[config.mk]
export PLATFORM = sky130hd
export DESIGN_NAME = mac_stage_gated
export DESIGN_NICKNAME = d
export VERILOG_FILES = /design/src/rtl/mac_pkg.sv /design/src/rtl/mac_rca.sv /design/src/rtl/mac_enable_ctrl.sv /design/src/rtl/mac_csa_mult.sv /design/src/rtl/mac_accum.sv /design/src/rtl/mac_stage_gated.sv
export SDC_FILE = /design/constraint.sdc
export NUM_CORES = 1
export LEC_CHECK = 0
export BUFFER_PORTS_ARGS = -buffer_cell sky130_fd_sc_hd__buf_4
export CAP_MARGIN = 20
export CORE_MARGIN = 5
export CORE_UTILIZATION = 50
export DETAILED_ROUTE_END_ITERATION = 6
export PLACE_DENSITY = 0.75
export SYNTH_ARGS = -nofsm -noshare
export SYNTH_HDL_FRONTEND = slang
export SYNTH_SLANG_ARGS = --single-unit
[constraint.sdc]
create_clock -name clk -period 14.9 [get_ports clk]
set_input_delay 1.49 -clock clk [delete_from_list [all_inputs] [get_ports clk]]
set_output_delay 1.49 -clock clk [all_outputs]
set_load 0.1 [all_outputs]
[src/rtl/mac_pkg.sv]
package mac_pkg;

  // One token bit per pipeline register that carries data onward.
  typedef struct packed {
    logic in_q;   // operand register holds an accepted pair
    logic mul_q;  // carry-save register holds its sum/carry pair
    logic add_q;  // product register holds the resolved product
  } stage_tok_t;

endpackage

[src/rtl/mac_rca.sv]
module mac_rca #(
  parameter int N = 16
) (
  input  logic [N-1:0] x,
  input  logic [N-1:0] y,
  output logic [N-1:0] s
);

  logic [N-1:0] c;

  assign c[0] = 1'b0;

  for (genvar i = 0; i < N; i++) begin : g_bit
    assign s[i] = x[i] ^ y[i] ^ c[i];
    if (i < N - 1) begin : g_carry
      assign c[i+1] = (x[i] & y[i]) | (c[i] & (x[i] ^ y[i]));
    end
  end

endmodule

[src/rtl/mac_enable_ctrl.sv]
module mac_enable_ctrl
  import mac_pkg::*;
#(
  parameter int NMAX = 16,
  parameter int CW   = $clog2(NMAX + 1)
) (
  input  logic          clk,
  input  logic          rst,
  input  logic          start,
  input  logic          in_valid,
  input  logic [CW-1:0] n_cfg,
  output logic          en_op,
  output logic          en_mul,
  output logic          en_add,
  output logic          en_acc,
  output logic          clr_acc,
  output logic          sum_valid,
  output logic          done
);

  localparam logic [CW-1:0] NLIM = CW'(NMAX);

  stage_tok_t    tok;
  logic [CW-1:0] n_lat;
  logic [CW-1:0] cnt;
  logic          room;
  logic          last;

  assign room    = (cnt < n_lat);
  assign last    = ((cnt + 1'b1) == n_lat);
  assign en_op   = in_valid;
  assign en_mul  = tok.in_q;
  assign en_add  = tok.mul_q;
  assign en_acc  = tok.add_q & ~start & room;
  assign clr_acc = start;

  always_ff @(posedge clk) begin
    if (rst) begin
      tok       <= '0;
      n_lat     <= '0;
      cnt       <= '0;
      sum_valid <= 1'b0;
      done      <= 1'b0;
    end else begin
      tok.in_q  <= in_valid;
      tok.mul_q <= tok.in_q & ~start;
      tok.add_q <= tok.mul_q & ~start;
      sum_valid <= en_acc;
      done      <= en_acc & last;
      if (start) begin
        n_lat <= (n_cfg > NLIM) ? NLIM : n_cfg;
        cnt   <= '0;
      end else if (en_acc) begin
        cnt <= cnt + 1'b1;
      end
    end
  end

endmodule

[src/rtl/mac_csa_mult.sv]
module mac_csa_mult #(
  parameter int W      = 8,
  parameter bit SIGNED = 1'b1
) (
  input  logic           clk,
  input  logic           en,
  input  logic [W-1:0]   a,
  input  logic [W-1:0]   b,
  output logic [2*W-1:0] sum_q,
  output logic [2*W-1:0] car_q
);

  localparam int   PW   = 2 * W;
  localparam int   ROWS = W + 1;
  localparam logic SG   = SIGNED;

  typedef logic [PW-1:0] row_t;

  function automatic row_t ext_op(input logic [W-1:0] v);
    return {{W{v[W-1] & SG}}, v};
  endfunction

  // Wallace-style reduction: rows are grouped in threes and compressed
  // by full adders level after level until a sum/carry pair remains.
  function automatic logic [2*PW-1:0] csa_tree(input logic [W-1:0] x,
                                               input logic [W-1:0] y);
    row_t r   [ROWS];
    row_t nxt [ROWS];
    row_t xe;
    row_t p;
    row_t q;
    row_t t;
    int   n;
    int   m;
    xe = ext_op(x);
    for (int i = 0; i < W; i++) r[i] = y[i] ? (xe << i) : '0;
    r[W] = '0;
    if (SG && y[W-1]) begin
      r[W-1] = ~(xe << (W - 1));
      r[W]   = row_t'(1);
    end
    n = ROWS;
    for (int lvl = 0; lvl < ROWS; lvl++) begin
      if (n > 2) begin
        m = 0;
        for (int k = 0; k < ROWS; k++) nxt[k] = '0;
        for (int g = 0; g < ROWS; g += 3) begin
          if (g + 2 < n) begin
            p = r[g];
            q = r[g+1];
            t = r[g+2];
            nxt[m]   = p ^ q ^ t;
            nxt[m+1] = ((p & q) | (p & t) | (q & t)) << 1;
            m = m + 2;
          end else if (g < n) begin
            nxt[m] = r[g];
            m = m + 1;
            if (g + 1 < n) begin
              nxt[m] = r[g+1];
              m = m + 1;
            end
          end
        end
        for (int k = 0; k < ROWS; k++) r[k] = nxt[k];
        n = m;
      end
    end
    return {r[0], r[1]};
  endfunction

  logic [2*PW-1:0] pair_n;

  assign pair_n = csa_tree(a, b);

  always_ff @(posedge clk) begin
    if (en) begin
      sum_q <= pair_n[2*PW-1:PW];
      car_q <= pair_n[PW-1:0];
    end
  end

endmodule

[src/rtl/mac_accum.sv]
module mac_accum #(
  parameter int PW     = 16,
  parameter int AW     = 20,
  parameter bit SIGNED = 1'b1
) (
  input  logic          clk,
  input  logic          rst,
  input  logic          clr,
  input  logic          en_add,
  input  logic          en_acc,
  input  logic [PW-1:0] sv,
  input  logic [PW-1:0] cv,
  output logic [AW-1:0] sum_out
);

  localparam int   XW = AW - PW;
  localparam logic SG = SIGNED;

  logic [PW-1:0] prod_n;
  logic [PW-1:0] prod_q;
  logic [AW-1:0] prod_x;
  logic [AW-1:0] acc_n;
  logic [AW-1:0] acc_q;

  mac_rca #(.N(PW)) u_final (.x(sv), .y(cv), .s(prod_n));

  always_ff @(posedge clk) begin
    if (en_add) prod_q <= prod_n;
  end

  assign prod_x = {{XW{prod_q[PW-1] & SG}}, prod_q};

  mac_rca #(.N(AW)) u_running (.x(acc_q), .y(prod_x), .s(acc_n));

  always_ff @(posedge clk) begin
    if (rst || clr)  acc_q <= '0;
    else if (en_acc) acc_q <= acc_n;
  end

  assign sum_out = acc_q;

endmodule

[src/rtl/mac_stage_gated.sv]
module mac_stage_gated #(
  parameter int W      = 8,
  parameter int NMAX   = 16,
  parameter bit SIGNED = 1'b1
) (
  input  logic                             clk,
  input  logic                             rst,
  input  logic                             start,
  input  logic                             in_valid,
  input  logic [W-1:0]                     a_in,
  input  logic [W-1:0]                     b_in,
  input  logic [$clog2(NMAX+1)-1:0]        n_cfg,
  output logic [2*W+$clog2(NMAX)-1:0]      sum_out,
  output logic                             sum_valid,
  output logic                             done
);

  localparam int PW = 2 * W;
  localparam int CW = $clog2(NMAX + 1);
  localparam int AW = PW + $clog2(NMAX);

  logic          en_op;
  logic          en_mul;
  logic          en_add;
  logic          en_acc;
  logic          clr_acc;
  logic [W-1:0]  a_q;
  logic [W-1:0]  b_q;
  logic [PW-1:0] sv_q;
  logic [PW-1:0] cv_q;

  always_ff @(posedge clk) begin
    if (en_op) begin
      a_q <= a_in;
      b_q <= b_in;
    end
  end

  mac_enable_ctrl #(.NMAX(NMAX), .CW(CW)) u_ctrl (
    .clk(clk), .rst(rst), .start(start), .in_valid(in_valid), .n_cfg(n_cfg),
    .en_op(en_op), .en_mul(en_mul), .en_add(en_add), .en_acc(en_acc),
    .clr_acc(clr_acc), .sum_valid(sum_valid), .done(done)
  );

  mac_csa_mult #(.W(W), .SIGNED(SIGNED)) u_mult (
    .clk(clk), .en(en_mul), .a(a_q), .b(b_q), .sum_q(sv_q), .car_q(cv_q)
  );

  mac_accum #(.PW(PW), .AW(AW), .SIGNED(SIGNED)) u_acc (
    .clk(clk), .rst(rst), .clr(clr_acc), .en_add(en_add), .en_acc(en_acc),
    .sv(sv_q), .cv(cv_q), .sum_out(sum_out)
  );

endmodule

==> flow_metrics.env <==
export IMPL_power_per_cell_area_nw_per_um2=125.9
export IMPL_dieArea_um2=14260
export IMPL_final_layout_size_suffix_gt1_share_pct=13.19
export IMPL_pwr_share_comb_pct=29.0
export IMPL_start_util_pct=50.47
export IMPL_track_usage_pct=16.37
export IMPL_cts_resized=0
export IMPL_grt_max_degree=31
export IMPL_first_pass_iters=4
export IMPL_cts_buffer_depth=2
export IMPL_cts_htree_levels=3
export IMPL_grt_overflow=0
export IMPL_insertion_delay_ns=0.34
export IMPL_fin_crit_sh_pct=60.75
export IMPL_p_leak_nw=2.786
export IMPL_post_cts_buffers=0
export IMPL_die_x_um=119.4
export IMPL_diodes=0
export IMPL_fin_nets=655
export IMPL_portBuffers=46
export IMPL_outcome="complete, no violations"
export IMPL_final_cell_mix="fa_1 (84), inv_1 (63), edfxtp_1 (61)"
export IMPL_crit_fanout=2
export IMPL_skew_ns=0.008191
export IMPL_setup_violations=0
export IMPL_tritoncts="yes"
export IMPL_syn_area_um2=5987
export IMPL_design_area_um2=6774
export IMPL_vias=3517
export IMPL_min_period_ns=9.052
export IMPL_drc_errors=0
export IMPL_grt_antenna_before_repair=0
export IMPL_seq_power_share_pct=43.9
export IMPL_yosysWarnings=0
export IMPL_fillers=946
export IMPL_areaGrowthSynthToFinish_pct=13.15
export IMPL_grt_pass1_wl_um=18670
export IMPL_switching_share_pct=30.32
export IMPL_hold_viol_final=0
export IMPL_slew_limit_headroom_pct=34.52
export IMPL_hpwl_um=7907
export IMPL_ys_seq_area_share_pct=42.30
export IMPL_grt_pass1_vias=3828
export IMPL_worst_slew_pin_transition_ns=0.9821
export IMPL_p_switching_w=0.0002586
export IMPL_ir_worst_vdd_mv=0.08319
export IMPL_r2r_start="u_acc.prod_q[0]"
export IMPL_hold_class="flop to flop"
export IMPL_slew_violations=0
export IMPL_ant_nets=0
export IMPL_initialDrtViolationCount=243
export IMPL_postCtsHoldBufs=0
export IMPL_synth_edff_count=61
export IMPL_startpoint_type="flop"
export IMPL_cts_root_buf="clkbuf_16"
export IMPL_async_flop_share_pct=0
export IMPL_cts_sinks=96
export IMPL_crit_required_ns=15.17
export IMPL_crit_type="flop to flop"
export IMPL_std_cell_rows=40
export IMPL_via_per_inst=5.249
export IMPL_crit_start="u_acc.prod_q[0]"
export IMPL_syn_inst=473
export IMPL_gp_congestion=0.8381
export IMPL_fmax_ghz=0.1105
export IMPL_rsz0062_at_grt="false"
export IMPL_netlist_area_leader_share_pct=30.60
export IMPL_ys_seq_elements=96
export IMPL_synthTopCellsByArea="edfxtp_1 (31%), fa_1 (28%), dfxtp_1 (12%)"
export IMPL_cts_clk_slew_worst_paths_ns=0.07
export IMPL_final_common_cell="fa_1"
export IMPL_synth_nets=610
export IMPL_worstHoldStart="u_mult.sum_q[1]"
export IMPL_ys_flop_type="edfxtp_1"
export IMPL_core_area_um2=11860
export IMPL_synth_largest_area_cell="edfxtp_1"
export IMPL_wl_um=10570
export IMPL_critPathCaptureType="flop"
export IMPL_drv_cap=0
export IMPL_wl_per_cell_um=15.78
export IMPL_crit_arrival_ns=9.32
export IMPL_cts_buffers_inserted=9
export IMPL_clkPwrFrac_pct=27.1
export IMPL_placed_area_um2=6475
export IMPL_io_pins=47
export IMPL_syn_avg_cell_area_um2=12.66
export IMPL_internal_power_w=0.0005944
export IMPL_netlist_cell_type_count=35
export IMPL_setup_tns_final_ns=0
export IMPL_die_h_um=119.4
layer usage:
metal	vias up	wire length [µm]	global-route usage, %	part of all wire [%]
met3	13	499	3.894	4.7
met5	-	0	0	0
met2	78	5395	27.83	51
li1	1638	-	-	-
met1	1788	4529	21.32	43
met4	0	145	4.009	1.4
cell usage after synthesis, types with 3 or more instances:
master and count:
inv_1 63, ha_1 28, dfxtp_1 35, o21ai_0 20
fa_1 84, nor2_1 6, xor2_1 4, o31ai_1 3
nand2_1 9, xnor2_1 9, nand3_1 23, buf_2 3
or4_1 4, nor2b_1 11, o22ai_1 3, edfxtp_1 61
clkbuf_1 10, a21oi_1 27, and2_1 54
cells by family after synthesis:
group                    synth area share [%]
XOR/XNOR                                1.902
buffers and inverters                   4.890
AND/OR/NAND/NOR                         11.01
multiplexers                           0.1672
adder cells (fa/ha/maj)                 33.94
flip-flops                              42.30
AO/OA/AOI/OAI                           5.789
state kept, by name, indices dropped and copies added, names as in the netlist, 5 cells and up:
name / flops
u_mult.sum_q: 16
u_ctrl.n_lat: 5
u_acc.sum_out: 20
a_q: 8
u_acc.prod_q: 16
u_mult.car_q: 13
u_ctrl.cnt: 5
b_q: 8
power groups by stage:
stage	registers, W	clock network (W)	logic [W]
6_report	0.000374	0.000231	0.000248
5_1_grt	0.000379	0.000248	0.000301
4_1_cts	0.000376	0.000236	0.000255
3_5_place_dp	0.000381	0	0.000251
3_3_place_gp	0.000378	0	0.000232
2_1_floorplan	0.000375	0	0.000184
per-stage QoR:
stage | util (%) | power [W] | cells | hold WS (ns) | setup slack (ns)
detailed placement | 54.59 | 0.0006322 | 654 | 0.4206 | 5.838
floorplan | - | 0.0005591 | 473 | 0.4003 | 5.809
global route | 57.11 | 0.0009282 | 670 | 0.4529 | 5.498
global placement | 54.59 | 0.0006105 | 654 | 0.4125 | 6.124
CTS | 57.11 | 0.0008662 | 670 | 0.4358 | 5.785
finish | 57.11 | 0.0008530 | 670 | 0.4341 | 5.848
layout make-up:
| cell class | instances | area (µm²) | area share, % |
|---|---|---|---|
| Timing Repair Buffer | 48 | 360.3 | 5.320 |
| Inverter | 63 | 236.5 | 3.491 |
| Tap cell | 147 | 183.9 | 2.715 |
| Clock buffer | 11 | 264.0 | 3.897 |
| Multi-Input combinational cell | 300 | 3162 | 46.68 |
| Clock inverter | 5 | 35.03 | 0.5172 |
| Sequential cell | 96 | 2532 | 37.38 |
critical path, cell delays in order (launching register included):
cell and delay, ns:
edfxtp_1 0.38, ha_1 0.22, fa_1 0.44, fa_1 0.45
fa_1 0.45, fa_1 0.46, fa_1 0.43, fa_1 0.44
fa_1 0.42, fa_1 0.42, fa_1 0.44, fa_1 0.43
fa_1 0.45, fa_1 0.44, fa_1 0.43, fa_1 0.43
fa_1 0.40, inv_1 0.10, fa_1 0.17, inv_1 0.05
fa_1 0.41, fa_1 0.41, xnor2_1 0.14, or4_1 0.41
a21oi_1 0.15
final timing paths:
path | to | slack [ns] | cells after the start
max | u_acc.sum_out[19] | 5.85 | 24
min reg2reg | u_acc.prod_q[1] | 0.43 | 0
min | u_acc.prod_q[1] | 0.43 | 0
max reg2reg | u_acc.sum_out[19] | 5.85 | 24
Note: power is estimated with default switching activity, not from simulation.
